==> config.mk <==
export PLATFORM = sky130hd
export DESIGN_NAME = mdio_mgmt_slave
export DESIGN_NICKNAME = d
export VERILOG_FILES = /design/src/rtl/mdio_mgmt_pkg.sv /design/src/rtl/mdio_pin_sync.sv /design/src/rtl/mdio_frame_dec.sv /design/src/rtl/mdio_rd_shift.sv /design/src/rtl/mdio_mgmt_slave.sv
export SDC_FILE = /design/constraint.sdc
export NUM_CORES = 1
export LEC_CHECK = 0
export ABC_CLOCK_PERIOD_IN_PS = 1600
export BUFFER_PORTS_ARGS = -buffer_cell sky130_fd_sc_hd__clkbuf_2
export CORE_MARGIN = 5
export CORE_UTILIZATION = 50
export CTS_CLUSTER_DIAMETER = 150
export CTS_CLUSTER_SIZE = 20
export DETAILED_ROUTE_END_ITERATION = 7
export PLACE_DENSITY = 0.82
export RECOVER_POWER = 50
export REMOVE_ABC_BUFFERS = 1
export SYNTH_ARGS = -nofsm -noshare
export SYNTH_HDL_FRONTEND = slang
export SYNTH_HIERARCHICAL = 1
export SYNTH_SLANG_ARGS = --single-unit
==> constraint.sdc <==
create_clock -name clk -period 1.6 [get_ports clk]
set_input_delay 0.24 -clock clk [delete_from_list [all_inputs] [get_ports clk]]
set_output_delay 0.24 -clock clk [all_outputs]
set_load 0.1 [all_outputs]
==> src/rtl/mdio_mgmt_pkg.sv <==
package mdio_mgmt_pkg;

    localparam int DATA_W  = 16;
    localparam int FIELD_W = 5;
    localparam int OPC_W   = 2;
    localparam int HDR_W   = OPC_W + 2 * FIELD_W;
    localparam int TA_LEN  = 2;
    localparam int CNT_W   = $clog2(DATA_W);

    typedef enum logic [2:0] {
        ST_HUNT,
        ST_START2,
        ST_HDR,
        ST_TA,
        ST_DATA
    } dec_state_e;

    typedef enum logic [1:0] {
        OP_RSVD0 = 2'b00,
        OP_WR    = 2'b01,
        OP_RD    = 2'b10,
        OP_RSVD3 = 2'b11
    } opcode_e;

    typedef struct packed {
        opcode_e              op;
        logic [FIELD_W-1:0]   phy_a;
        logic [FIELD_W-1:0]   reg_a;
    } frame_hdr_t;

endpackage

==> src/rtl/mdio_pin_sync.sv <==
module mdio_pin_sync #(
    parameter int STAGES = 2
) (
    input  logic clk,
    input  logic rst,
    input  logic mdc_raw,
    input  logic mdio_raw,
    output logic mdio_q,
    output logic mdc_rise,
    output logic mdc_fall
);
    logic [STAGES-1:0] mdc_p;
    logic [STAGES-1:0] mdio_p;
    logic              mdc_last;

    always_ff @(posedge clk) begin
        if (rst) begin
            mdc_p    <= '0;
            mdio_p   <= '0;
            mdc_last <= 1'b0;
        end else begin
            mdc_p    <= {mdc_p[STAGES-2:0], mdc_raw};
            mdio_p   <= {mdio_p[STAGES-2:0], mdio_raw};
            mdc_last <= mdc_p[STAGES-1];
        end
    end

    assign mdio_q   = mdio_p[STAGES-1];
    assign mdc_rise = mdc_p[STAGES-1] & ~mdc_last;
    assign mdc_fall = ~mdc_p[STAGES-1] & mdc_last;
endmodule

==> src/rtl/mdio_frame_dec.sv <==
module mdio_frame_dec
    import mdio_mgmt_pkg::*;
#(
    parameter int PRE_MIN = 32
) (
    input  logic                clk,
    input  logic                rst,
    input  logic                mdc_rise,
    input  logic                mdio_s,
    input  logic [FIELD_W-1:0]  phy_addr,
    output logic                drive,
    output logic                load,
    output logic                addr_hit,
    output logic                wr_stb,
    output logic [FIELD_W-1:0]  reg_a,
    output logic [DATA_W-1:0]   wdata,
    output logic                warn
);
    localparam int PRE_CW = $clog2(PRE_MIN + 1);
    localparam logic [PRE_CW-1:0] PRE_TOP = PRE_CW'(PRE_MIN);

    dec_state_e        state;
    frame_hdr_t        hdr;
    logic [CNT_W-1:0]  cnt;
    logic [PRE_CW-1:0] pre_cnt;
    logic [DATA_W-1:0] wd;

    assign addr_hit = (hdr.phy_a == phy_addr);
    assign reg_a    = hdr.reg_a;
    assign wdata    = wd;

    always_ff @(posedge clk) begin
        if (rst) begin
            state   <= ST_HUNT;
            hdr     <= '0;
            cnt     <= '0;
            pre_cnt <= '0;
            wd      <= '0;
            drive   <= 1'b0;
            load    <= 1'b0;
            wr_stb  <= 1'b0;
            warn    <= 1'b0;
        end else begin
            load   <= 1'b0;
            wr_stb <= 1'b0;
            if (mdc_rise) begin
                case (state)
                    ST_HUNT: begin
                        if (mdio_s) begin
                            if (pre_cnt != PRE_TOP) pre_cnt <= pre_cnt + 1'b1;
                        end else begin
                            pre_cnt <= '0;
                            if (pre_cnt == PRE_TOP) state <= ST_START2;
                        end
                    end
                    ST_START2: begin
                        if (!mdio_s) warn <= 1'b1;
                        cnt   <= '0;
                        state <= ST_HDR;
                    end
                    ST_HDR: begin
                        hdr <= frame_hdr_t'({hdr[HDR_W-2:0], mdio_s});
                        if (cnt == CNT_W'(HDR_W - 1)) begin
                            cnt   <= '0;
                            state <= ST_TA;
                        end else begin
                            cnt <= cnt + 1'b1;
                        end
                    end
                    ST_TA: begin
                        if (cnt == CNT_W'(TA_LEN - 1)) begin
                            cnt   <= '0;
                            state <= ST_DATA;
                            if (hdr.op == OP_RD) begin
                                drive <= 1'b1;
                                load  <= 1'b1;
                            end
                        end else begin
                            cnt <= cnt + 1'b1;
                        end
                    end
                    ST_DATA: begin
                        wd <= {wd[DATA_W-2:0], mdio_s};
                        if (cnt == CNT_W'(DATA_W - 1)) begin
                            cnt     <= '0;
                            pre_cnt <= '0;
                            drive   <= 1'b0;
                            state   <= ST_HUNT;
                            if (hdr.op == OP_WR && addr_hit) wr_stb <= 1'b1;
                        end else begin
                            cnt <= cnt + 1'b1;
                        end
                    end
                    default: state <= ST_HUNT;
                endcase
            end
        end
    end
endmodule

==> src/rtl/mdio_rd_shift.sv <==
module mdio_rd_shift
    import mdio_mgmt_pkg::*;
(
    input  logic              clk,
    input  logic              rst,
    input  logic              load,
    input  logic [DATA_W-1:0] load_val,
    input  logic              drive,
    input  logic              mdc_fall,
    output logic              bit_out
);
    logic [DATA_W-1:0] sh;

    always_ff @(posedge clk) begin
        if (rst) begin
            sh      <= '0;
            bit_out <= 1'b0;
        end else if (load) begin
            sh      <= load_val;
            bit_out <= 1'b0;
        end else if (!drive) begin
            bit_out <= 1'b0;
        end else if (mdc_fall) begin
            bit_out <= sh[DATA_W-1];
            sh      <= {sh[DATA_W-2:0], 1'b0};
        end
    end
endmodule

==> src/rtl/mdio_mgmt_slave.sv <==
module mdio_mgmt_slave
    import mdio_mgmt_pkg::*;
#(
    parameter int SYNC_STAGES = 2,
    parameter int PRE_MIN     = 32
) (
    input  logic                clk,
    input  logic                rst,
    input  logic [FIELD_W-1:0]  phy_addr,
    input  logic                mdc,
    input  logic                mdio_in,
    output logic                mdio_out,
    output logic                mdio_oe,
    output logic                reg_rd_en,
    output logic                reg_wr_en,
    output logic [FIELD_W-1:0]  reg_addr,
    output logic [DATA_W-1:0]   reg_wdata,
    input  logic [DATA_W-1:0]   reg_rdata,
    output logic                proto_warn
);
    logic mdio_s, mdc_rise, mdc_fall;
    logic drive, load, addr_hit, shift_bit;
    logic [DATA_W-1:0] load_val;

    mdio_pin_sync #(.STAGES(SYNC_STAGES)) u_sync (
        .clk      (clk),
        .rst      (rst),
        .mdc_raw  (mdc),
        .mdio_raw (mdio_in),
        .mdio_q   (mdio_s),
        .mdc_rise (mdc_rise),
        .mdc_fall (mdc_fall)
    );

    mdio_frame_dec #(.PRE_MIN(PRE_MIN)) u_dec (
        .clk      (clk),
        .rst      (rst),
        .mdc_rise (mdc_rise),
        .mdio_s   (mdio_s),
        .phy_addr (phy_addr),
        .drive    (drive),
        .load     (load),
        .addr_hit (addr_hit),
        .wr_stb   (reg_wr_en),
        .reg_a    (reg_addr),
        .wdata    (reg_wdata),
        .warn     (proto_warn)
    );

    assign reg_rd_en = load & addr_hit;
    assign load_val  = addr_hit ? reg_rdata : {DATA_W{1'b1}};

    mdio_rd_shift u_shift (
        .clk      (clk),
        .rst      (rst),
        .load     (load),
        .load_val (load_val),
        .drive    (drive),
        .mdc_fall (mdc_fall),
        .bit_out  (shift_bit)
    );

    assign mdio_oe  = drive;
    assign mdio_out = shift_bit & drive;
endmodule

### Word-level counts from Yosys, hierarchy flattened

Cells that the tools add are included.

* $add $sub $neg: 2
* eq/ne operators: 19
* multiplexer cells: 24
* bitwise operators: 13
* reductions and logical operators: 18

Operators with widths (number)
* 16-bit two-way mux: 4
* 6-bit two-way mux: 3
* 4-bit one-hot mux with 4 select lines: 1
* 3-bit two-way mux: 5
* 3-bit one-hot mux with 5 select lines: 1
* 4-bit two-way mux: 3
* 6-bit one-hot mux with 2 select lines: 1
* 2-bit by 1-bit != test with 1-bit output, second input constant: 5
* 1-bit inverter: 9
* 4-bit equality test, second input constant: 2
* 2-bit AND reduction: 4
* 2-bit nonzero test: 4
* 4-bit OR reduction: 2
* 6-bit by 1-bit adder with 6-bit output, second input constant: 1
* 3-bit by 2-bit equality test with 1-bit output, second input constant: 2
* 6-bit equality test, second input constant: 1
* 6-bit != test, second input constant: 1
* 6-bit AND reduction: 1
* 5-bit equality test: 1
* 1-bit two-way mux: 5
* 5-bit AND reduction: 1
* 4-bit by 1-bit adder with 4-bit output, second input constant: 1
* 1-bit bitwise AND: 4
* 4-bit by 1-bit equality test with 1-bit output, second input constant: 1
* other kinds (13): 13

* register bits: 67
* input bits: 25
* output and inout bits: 26
* word-level logic and storage cells: 92

### Depth between registers and ports, before layout

Gate-level depths: netlist (run 1).

* word-level depth: 5
* gate-level depth with buffers: 7
* mapped depth without buffers: 6

### Modules after synthesis

The synthesis (run 1) kept the hierarchy.

By module, submodules not included
* mdio_frame_dec: instances 1, cells an instance 264, area an instance 2104.5 sq um, sequential area each 900.9 sq um
* mdio_rd_shift: instances 1, cells an instance 92, area an instance 852.1 sq um, sequential area each 340.3 sq um
* mdio_pin_sync: instances 1, cells an instance 12, area an instance 143.9 sq um, sequential area each 100.1 sq um
* mdio_mgmt_slave: instances 1, cells an instance 19, area an instance 128.9 sq um, sequential area each 0.0 sq um

### Worst setup path after synthesis (run 1)

Ideal clock, no wire load.

* path kind: register to output
* start: register u_dec/hdr[9] in the netlist's numbering
* end: output port reg_rd_en
* arrival: 1.981 ns
* data required time: 1.360 ns
* path slack: -0.621 ns
* cell stages (with the launch flop): 6
* buffers on the path: 1
* cells stage by stage: dfxtp_1 xnor2_1 nand3_1 nor3_1 clkbuf_4 and2_1

* cells in the longest elaborated chain, start to end: 2

RTL lines
* start, declared: RTL line mdio_frame_dec.sv:23 `frame_hdr_t hdr;`
* start signal, assigned: RTL line mdio_frame_dec.sv:62 `hdr <= frame_hdr_t'({hdr[HDR_W-2:0], mdio_s});`
* 5-bit equality test: RTL line mdio_frame_dec.sv:28 `assign addr_hit = (hdr.phy_a == phy_addr);`
* net addr_hit: RTL line mdio_mgmt_slave.sv:22 `logic drive, load, addr_hit, shift_bit;`
* 1-bit bitwise AND: RTL line mdio_mgmt_slave.sv:50 `assign reg_rd_en = load & addr_hit;`
* end, declared: RTL line mdio_mgmt_slave.sv:14 `output logic reg_rd_en,`

The timed path passes the listed nets, and every way through them passes these cells.

### Final worst setup path (run 1)

* start: register u_dec/hdr[6] in the netlist's numbering
* end: output port reg_rd_en

The elaborated chain is that of the path after synthesis.

==> metrics.md, run 1 <==
| Metric | Value |
|---|---|
| Status | `finished with violations` |
| Failing checks | `negative setup slack` |
| Max_cap viols | `0` |
| Post-CTS Hold Fix Bufs | `0` |
| Post-DRT Antenna Nets | `0` |
| H-tree depth | `3` |
| RSZ-0062 raised after global routing | `yes` |
| Crit path time final | `1.72 ns` |
| Register Area | `1360 um^2` |
| Length of the first detailed-routing pass in iterations | `4` |
| # DRC | `0` |
| DR vias | `2934` |
| Final Skew | `0.00745 ns` |
| Async SR Flop Fraction | `0` |
| WHS Endpoint | `u_sync/mdc_p[0]$_SDFF_PP0_` |
| CTS root buf | `clkbuf_8` |
| Worst Tran Pin Value | `1.15 ns` |
| Footprint of the multi-input gates | `1870 um^2` |
| Worst hold start | `mdc` |
| Mapped Area | `3230 um^2` |
| Max Transition Viols Final | `0` |
| Iter 0 DRT Violations | `150` |
| Worst vdd ir | `1.09 mV` |
| Clock power share | `0.423` |
| CTS tree | `done` |
| Worst-path clk slew | `0.07 ns` |
| Fmax | `0.583 GHz` |
| Combinational fraction of design power | `0.055` |
| Top Ports | `51` |
| Switching pwr | `721 uW` |
| Synth Warn # | `6` |
| Die area | `8170 um^2` |
| Placed Cells | `513` |
| WL final | `7.67 mm` |
| Mapped Cells | `387` |
| Layout cells sized above 1 | `0.364` |
| DP HPWL | `4.98 mm` |
| Largest net degree at the start of global routing | `50` |
| CTS Buf Count | `9` |
| Internal power | `2.51 mW` |
| Critical R2R Launch | `u_dec/cnt[1]$_SDFFE_PP0P_` |
| Cell depth of the worst flop-to-flop path | `6` |
| Most common cell after layout, fill and taps aside | `nand2_1` |
| Distinct cells, synth | `51` |
| Synthesized area per cell | `8.34 um^2` |
| Worst setup SP type | `register` |
| Starting Density | `0.511` |
| Sequential Power Share | `0.521` |
| Die W | `90.4 um` |
| Fin nets | `484` |
| CP max stage cell | `dfxtp_2` |
| Worst-path maximum fanout | `2` |
| Register area share after synthesis | `0.415` |
| Setup slack after layout | `-0.115 ns` |
| Area growth syn-to-layout | `29.3%` |
| CTS sink count | `67` |
| Post-synth top flop | `dfxtp_1` |
| Placer Congestion | `0.849` |
| Reg-to-reg slack, setup | `-0.10 ns` |
| Vias per inst | `5.47` |
| Synth Register Bits | `67` |
| Fin cells | `536` |
| Most frequent cells in the layout | `nand2_1, dfxtp_1, clkbuf_2, a21oi_1, buf_4` |
| Clk_lat worst skew | `0.34 ns` |
| Initial antenna violation count | `0` |
| Hold Path Class | `in2reg` |
| Crit path kind | `reg2out` |
| Number of flops mapped to enable cells by yosys | `0` |
| Max incr delay on CP | `0.35 ns` |
| Slew HR | `0.233` |
| FP Rows | `29` |
| Worst setup EP type | `output port` |
| Port Buf Inserts | `50` |
| Pwr/cell area | `774 nW/um^2` |
| WP data arrival | `1.48 ns` |
| Core Area | `6310 um^2` |
| Total gr overflow | `0` |
| Crit path cell chain | `xnor2_2, nand3_1, nor3_2, buf_6, and2_4, buf_12` |
| Leakage | `1.55 nW` |
| Antenna Cells | `0` |
| Number of global-route vias before repair | `2728` |
| Final setup vio count | `12` |
| Worst r2r dst | `u_dec/state[2]$_SDFFE_PP0P_` |
| All-Layer GR Usage | `0.177` |
| Global-route wire length before repair | `12.3 mm` |
| Switching part of the total | `0.223` |
| Fin util | `0.661` |
| Final period util | `1.07` |
| Final hold vios | `0` |
| CTS max path bufs | `2` |
| Hold Crit Depth | `2` |
| Critical path data required time | `1.36 ns` |
| Fillers | `523` |
| WL/cell | `14.3 um` |
| Power consumption | `3.23 mW` |
| Die H | `90.4 um` |
[state kept, by name, indices dropped and copies added (netlist names)]
name and flops:
u_sync/mdio_p 2, u_shift/bit_out 1, u_sync/mdc_last 1, u_shift/sh 16
u_dec/wr_stb 1, u_dec/drive 1, u_dec/load 1, u_sync/mdc_p 2
u_dec/state 3, u_dec/reg_a 5, u_dec/wdata 16, u_dec/hdr 7
u_dec/warn 1, u_dec/cnt 4, u_dec/pre_cnt 6
[power by group through the flow]
stage | clock network, mW | logic [mW] | registers (mW)
6_report | 1.37 | 0.179 | 1.68
5_1_grt | 1.47 | 0.193 | 1.68
4_1_cts | 1.42 | 0.167 | 1.69
3_5_place_dp | 0 | 0.160 | 1.72
3_3_place_gp | 0 | 0.157 | 1.72
2_1_floorplan | 0 | 0.0576 | 1.72
[what timing repair did]
item | CTS | global route
buffers inserted | 4 | 4
gates resized for setup | 14 | 47
pin swaps | 7 | 13
setup endpoints to repair | 11 | 39
[worst max-delay path: cells and delay by family, from the launching register on]
family / cells / cell delay [ns]
buffers and inverters: 2 / 0.29
DFF: 1 / 0.35
xor gates and xnor gates: 1 / 0.11
and+or+nand+nor: 3 / 0.38
[stage by stage]
| step | worst slack, ns | instance area [um^2] | hold WS, ns | setup TNS [ns] |
|---|---|---|---|---|
| final | -0.115 | 4170 | 0.124 | -0.481 |
| after global routing | -0.179 | 4170 | 0.108 | -2.27 |
| after CTS | -0.151 | 4000 | 0.102 | -0.237 |
| after detailed placement | -0.0667 | 3720 | 0.437 | -0.320 |
| after global placement | 0.0178 | 3720 | 0.419 | 0 |
| after floorplan | -0.884 | 3050 | 0.309 | -14.80 |
[cell usage after synthesis, drive strengths merged, types with 4 or more instances]
library cell | count | area [um^2]
dfxtp | 67 | 1340
nand2 | 66 | 248
a21oi | 37 | 185
nor2 | 26 | 103
nor2b | 21 | 131
nor3 | 21 | 116
buf | 20 | 130
a2111oi | 15 | 190
nand2b | 12 | 75.1
clkbuf | 11 | 46.3
inv | 9 | 33.8
o21ai | 9 | 45.0
nand3 | 7 | 35.0
or2b | 7 | 52.6
o211ai | 5 | 37.5
ha | 4 | 50.1
nand3b | 4 | 30.0
[area by class of cell]
cell class,count,share of cell area
Clock inverter,4,0.0123
Clock buffer,11,0.0339
Tap cell,77,0.0231
Inverter,9,0.00809
Timing Repair Buffer,88,0.149
Sequential cell,67,0.326
Multi-Input combinational cell,280,0.448
[how the worst max path moves through the flow]
| stage | from | endpoint | slack, ns | cells after the start |
|---|---|---|---|---|
| after detailed placement | u_dec/cnt[0]$_SDFFE_PP0P_ | u_dec/cnt[3]$_SDFFE_PP0P_ | -0.07 | 6 |
| after CTS | u_dec/hdr[9]$_SDFFE_PP0P_ | reg_rd_en | -0.15 | 6 |
| after floorplan | u_dec/hdr[9]$_SDFFE_PP0P_ | reg_rd_en | -0.88 | 4 |
| after global placement | u_dec/hdr[5]$_SDFFE_PP0P_ | reg_rd_en | 0.02 | 6 |
| after global routing | u_dec/hdr[6]$_SDFFE_PP0P_ | reg_rd_en | -0.18 | 6 |
| final | u_dec/hdr[6]$_SDFFE_PP0P_ | reg_rd_en | -0.12 | 6 |
[per-layer routing]
metal,vias to the layer above,global-route usage,part of all wire
li1,1471,-,-
met1,1368,0.216,0.44
met2,84,0.291,0.49
met3,11,0.0558,0.053
met4,0,0.0633,0.010
met5,-,0,0
[kinds of logic (layout without fill, tap and decap cells)]
family,count (synthesis),in the layout,share of synthesized area
AO/OA/AOI/OAI,79,79,0.175
XOR/XNOR,5,5,0.0136
adder cells (fa/ha/maj),4,4,0.0155
buffers and inverters,40,112,0.0651
flip-flops,67,67,0.415
multiplexers,2,2,0.00620
AND/OR/NAND/NOR,190,190,0.309
No activity file was read; power rests on OpenSTA's default activity.
==> run 2, diff against run 1 <==
RECOVER_POWER = unset   (was 50)
==> run 2 against run 1 <==
The flow still finishes with violations (negative setup slack). Global-route usage is the same. Cell count is the same. Fmax shrank 0.19%. Core utilization grew 0.36 points. Die area is the same. Sequential power is essentially flat. Largest cell class unchanged. Highest routed layer unchanged.
==> metrics.md, run 2 (synthesis results as in run 1) <==
| Metric | Value |
|---|---|
| Crit path cell chain | `xnor2_2, nand3_1, nor3_2, buf_6, and2_4, buf_12` |
| Slew HR | `0.630 (+0.397)` |
| Worst setup SP type | `register` |
| Initial antenna violation count | `0 (unchanged)` |
| Fillers | `518 (-0.96%)` |
| Vias per inst | `5.49 (+0.37%)` |
| CTS Buf Count | `9 (unchanged)` |
| Critical R2R Launch | `u_dec/cnt[1]$_SDFFE_PP0P_` |
| Met2 usage | `0.291 (unchanged)` |
| Failing checks | `negative setup slack` |
| Clk_lat worst skew | `0.34 ns (about the same)` |
| Global-route wire length before repair | `12.3 mm (unchanged)` |
| All-Layer GR Usage | `0.177 (unchanged)` |
| Fmax | `0.582 GHz (-0.19%)` |
| CP max stage cell | `dfxtp_2` |
| Hold Crit Depth | `2 (unchanged)` |
| Placer Congestion | `0.849 (unchanged)` |
| Max incr delay on CP | `0.35 ns (about the same)` |
| CTS tree | `done` |
| Area growth syn-to-layout | `29.9%` |
| Layout cells sized above 1 | `0.368 (+0.00436)` |
| Number of global-route vias before repair | `2728 (unchanged)` |
| Most frequent cells in the layout | `nand2_1, dfxtp_1, clkbuf_2, a21oi_1, buf_4` |
| CTS sink count | `67 (unchanged)` |
| Length of the first detailed-routing pass in iterations | `4 (unchanged)` |
| Combinational fraction of design power | `0.057 (+0.002)` |
| CTS root buf | `clkbuf_8` |
| Worst-path clk slew | `0.07 ns (about the same)` |
| Clock power share | `0.423 (about the same)` |
| DR vias | `2945 (+0.37%)` |
| Reg-to-reg slack, setup | `-0.09 ns (about the same)` |
| Routing usage on met3 | `0.0558 (unchanged)` |
| Place WS | `-0.0667 ns (unchanged)` |
| WHS Endpoint | `u_sync/mdc_p[0]$_SDFF_PP0_` |
| Worst hold start | `mdc` |
| Buf+Inv Stages, Crit Path | `2 (unchanged)` |
| Die W | `90.4 um (unchanged)` |
| Final Skew | `0.00776 ns (+0.000305 ns)` |
| Critical path data required time | `1.36 ns (about the same)` |
| Hold Path Class | `in2reg` |
| Post-DRT Antenna Nets | `0 (unchanged)` |
| Worst Tran Pin Value | `0.558 ns (-0.593 ns)` |
| Top Ports | `51 (unchanged)` |
| DP HPWL | `4.98 mm (unchanged)` |
| Post-CTS Hold Fix Bufs | `0 (unchanged)` |
| Antenna Cells | `0 (unchanged)` |
| H-tree depth | `3 (unchanged)` |
| Die H | `90.4 um (unchanged)` |
| FP Rows | `29 (unchanged)` |
| Final setup vio count | `9 (-3)` |
| Leakage | `1.56 nW (+0.87%)` |
| Design Area, Final | `4200 um^2 (+0.54%)` |
| Internal power | `2.51 mW (+0.23%)` |
| Core Area | `6310 um^2 (unchanged)` |
| RSZ-0062 raised after global routing | `yes` |
| Total gr overflow | `0 (unchanged)` |
| Worst-path maximum fanout | `2 (unchanged)` |
| Worst setup EP type | `output port` |
| Worst vdd ir | `1.10 mV (+0.28%)` |
| Max Transition Viols Final | `0 (unchanged)` |
| Most common cell after layout, fill and taps aside | `nand2_1` |
| Pwr/cell area | `772 nW/um^2 (-0.21%)` |
| Crit path kind | `reg2out` |
| Switching pwr | `726 uW (+0.68%)` |
| Setup slack after layout | `-0.119 ns (-0.00325 ns)` |
| Largest net degree at the start of global routing | `50 (unchanged)` |
| Final period util | `1.07 (+0.00203)` |
| Starting Density | `0.511 (unchanged)` |
| Fin nets | `484 (unchanged)` |
| GRT busiest layer | `met2` |
| Sequential Power Share | `0.520 (about the same)` |
| Final hold vios | `0 (unchanged)` |
| CTS max path bufs | `2 (unchanged)` |
| Die area | `8170 um^2 (unchanged)` |
| Worst r2r dst | `u_dec/state[2]$_SDFFE_PP0P_` |
| WP data arrival | `1.48 ns (about the same)` |
| Met1 Usage GRT | `0.216 (unchanged)` |
| WL/cell | `14.3 um (about the same)` |
| Status | `finished with violations` |
| Port Buf Inserts | `50 (unchanged)` |
| Max_cap viols | `0 (unchanged)` |
| Delay-heaviest family, CP | `simple AND/OR/NAND/NOR gates` |
| Cell depth of the worst flop-to-flop path | `6 (unchanged)` |
| Area post-placement | `3720 um^2 (unchanged)` |
| Crit path time final | `1.72 ns (+0.00325 ns)` |
| WL final | `7.67 mm (about the same)` |
| Iter 0 DRT Violations | `162 (+8.0%)` |
| Switching part of the total | `0.224 (+0.000788)` |
| # DRC | `0 (unchanged)` |
==> run 2: cell types whose count changed in the layout (fill, tap and decap cells not counted) <==
cell      previous run  this run
and2_0               1         0
and2_1               1         2
buf_12               6         7
buf_4               26        29
clkbuf_1             3         1
clkbuf_2            49        48
clkbuf_4             1         0
==> run 2: worst max path at each step <==
stage	startpoint	endpoint	cells after the start
final	u_dec/hdr[6]$_SDFFE_PP0P_	reg_rd_en	6
after global routing	u_dec/hdr[6]$_SDFFE_PP0P_	reg_rd_en	6
after CTS	u_dec/hdr[9]$_SDFFE_PP0P_	reg_rd_en	6
after detailed placement	u_dec/cnt[0]$_SDFFE_PP0P_	u_dec/cnt[3]$_SDFFE_PP0P_	6
after global placement	u_dec/hdr[5]$_SDFFE_PP0P_	reg_rd_en	6
after floorplan	u_dec/hdr[9]$_SDFFE_PP0P_	reg_rd_en	4
==> run 2: cell type report <==
class                   count  area [um^2]  share of cell area
multi-input cells         280         1870               0.445
flip-flops and latches     67         1360               0.325
inverters                   9         33.8             0.00805
well taps                  77         96.3              0.0230
clock inverters             4         51.3              0.0122
clock buffers              11          141              0.0337
repair buffers             88          643               0.153
==> run 2: metal layers <==
metal	vias up	part of all wire
li1	1470	-
met1	1366	0.44
met2	97	0.49
met3	12	0.057
met4	0	0.011
met5	-	0
==> run 2: timing repair <==
item                       4_1_cts  5_1_grt
pin swaps                        7       13
gates resized for setup         14       47
setup buffers                    4        4
setup endpoints to repair       11       39
hold endpoints to repair         0        0
==> run 2: through the flow <==
step                hold slack, ns  power, mW  TNS, ns  utilization  std cells
floorplan                    0.309       1.78   -14.80            -        356
global placement             0.419       1.88        0        0.590        513
detailed placement           0.437       1.88   -0.320        0.590        513
CTS                          0.102       3.27   -0.237        0.633        532
global route                 0.108       3.35    -1.67        0.665        536
finish                       0.124       3.24   -0.409        0.665        536
==> run 2: power by group through the flow <==
stage | Sequential, mW | Clock (mW) | Combinational (mW)
after floorplan | 1.72 | 0 | 0.0576
after global placement | 1.72 | 0 | 0.157
after detailed placement | 1.72 | 0 | 0.160
after CTS | 1.69 | 1.42 | 0.167
after global routing | 1.68 | 1.47 | 0.200
final | 1.68 | 1.37 | 0.186
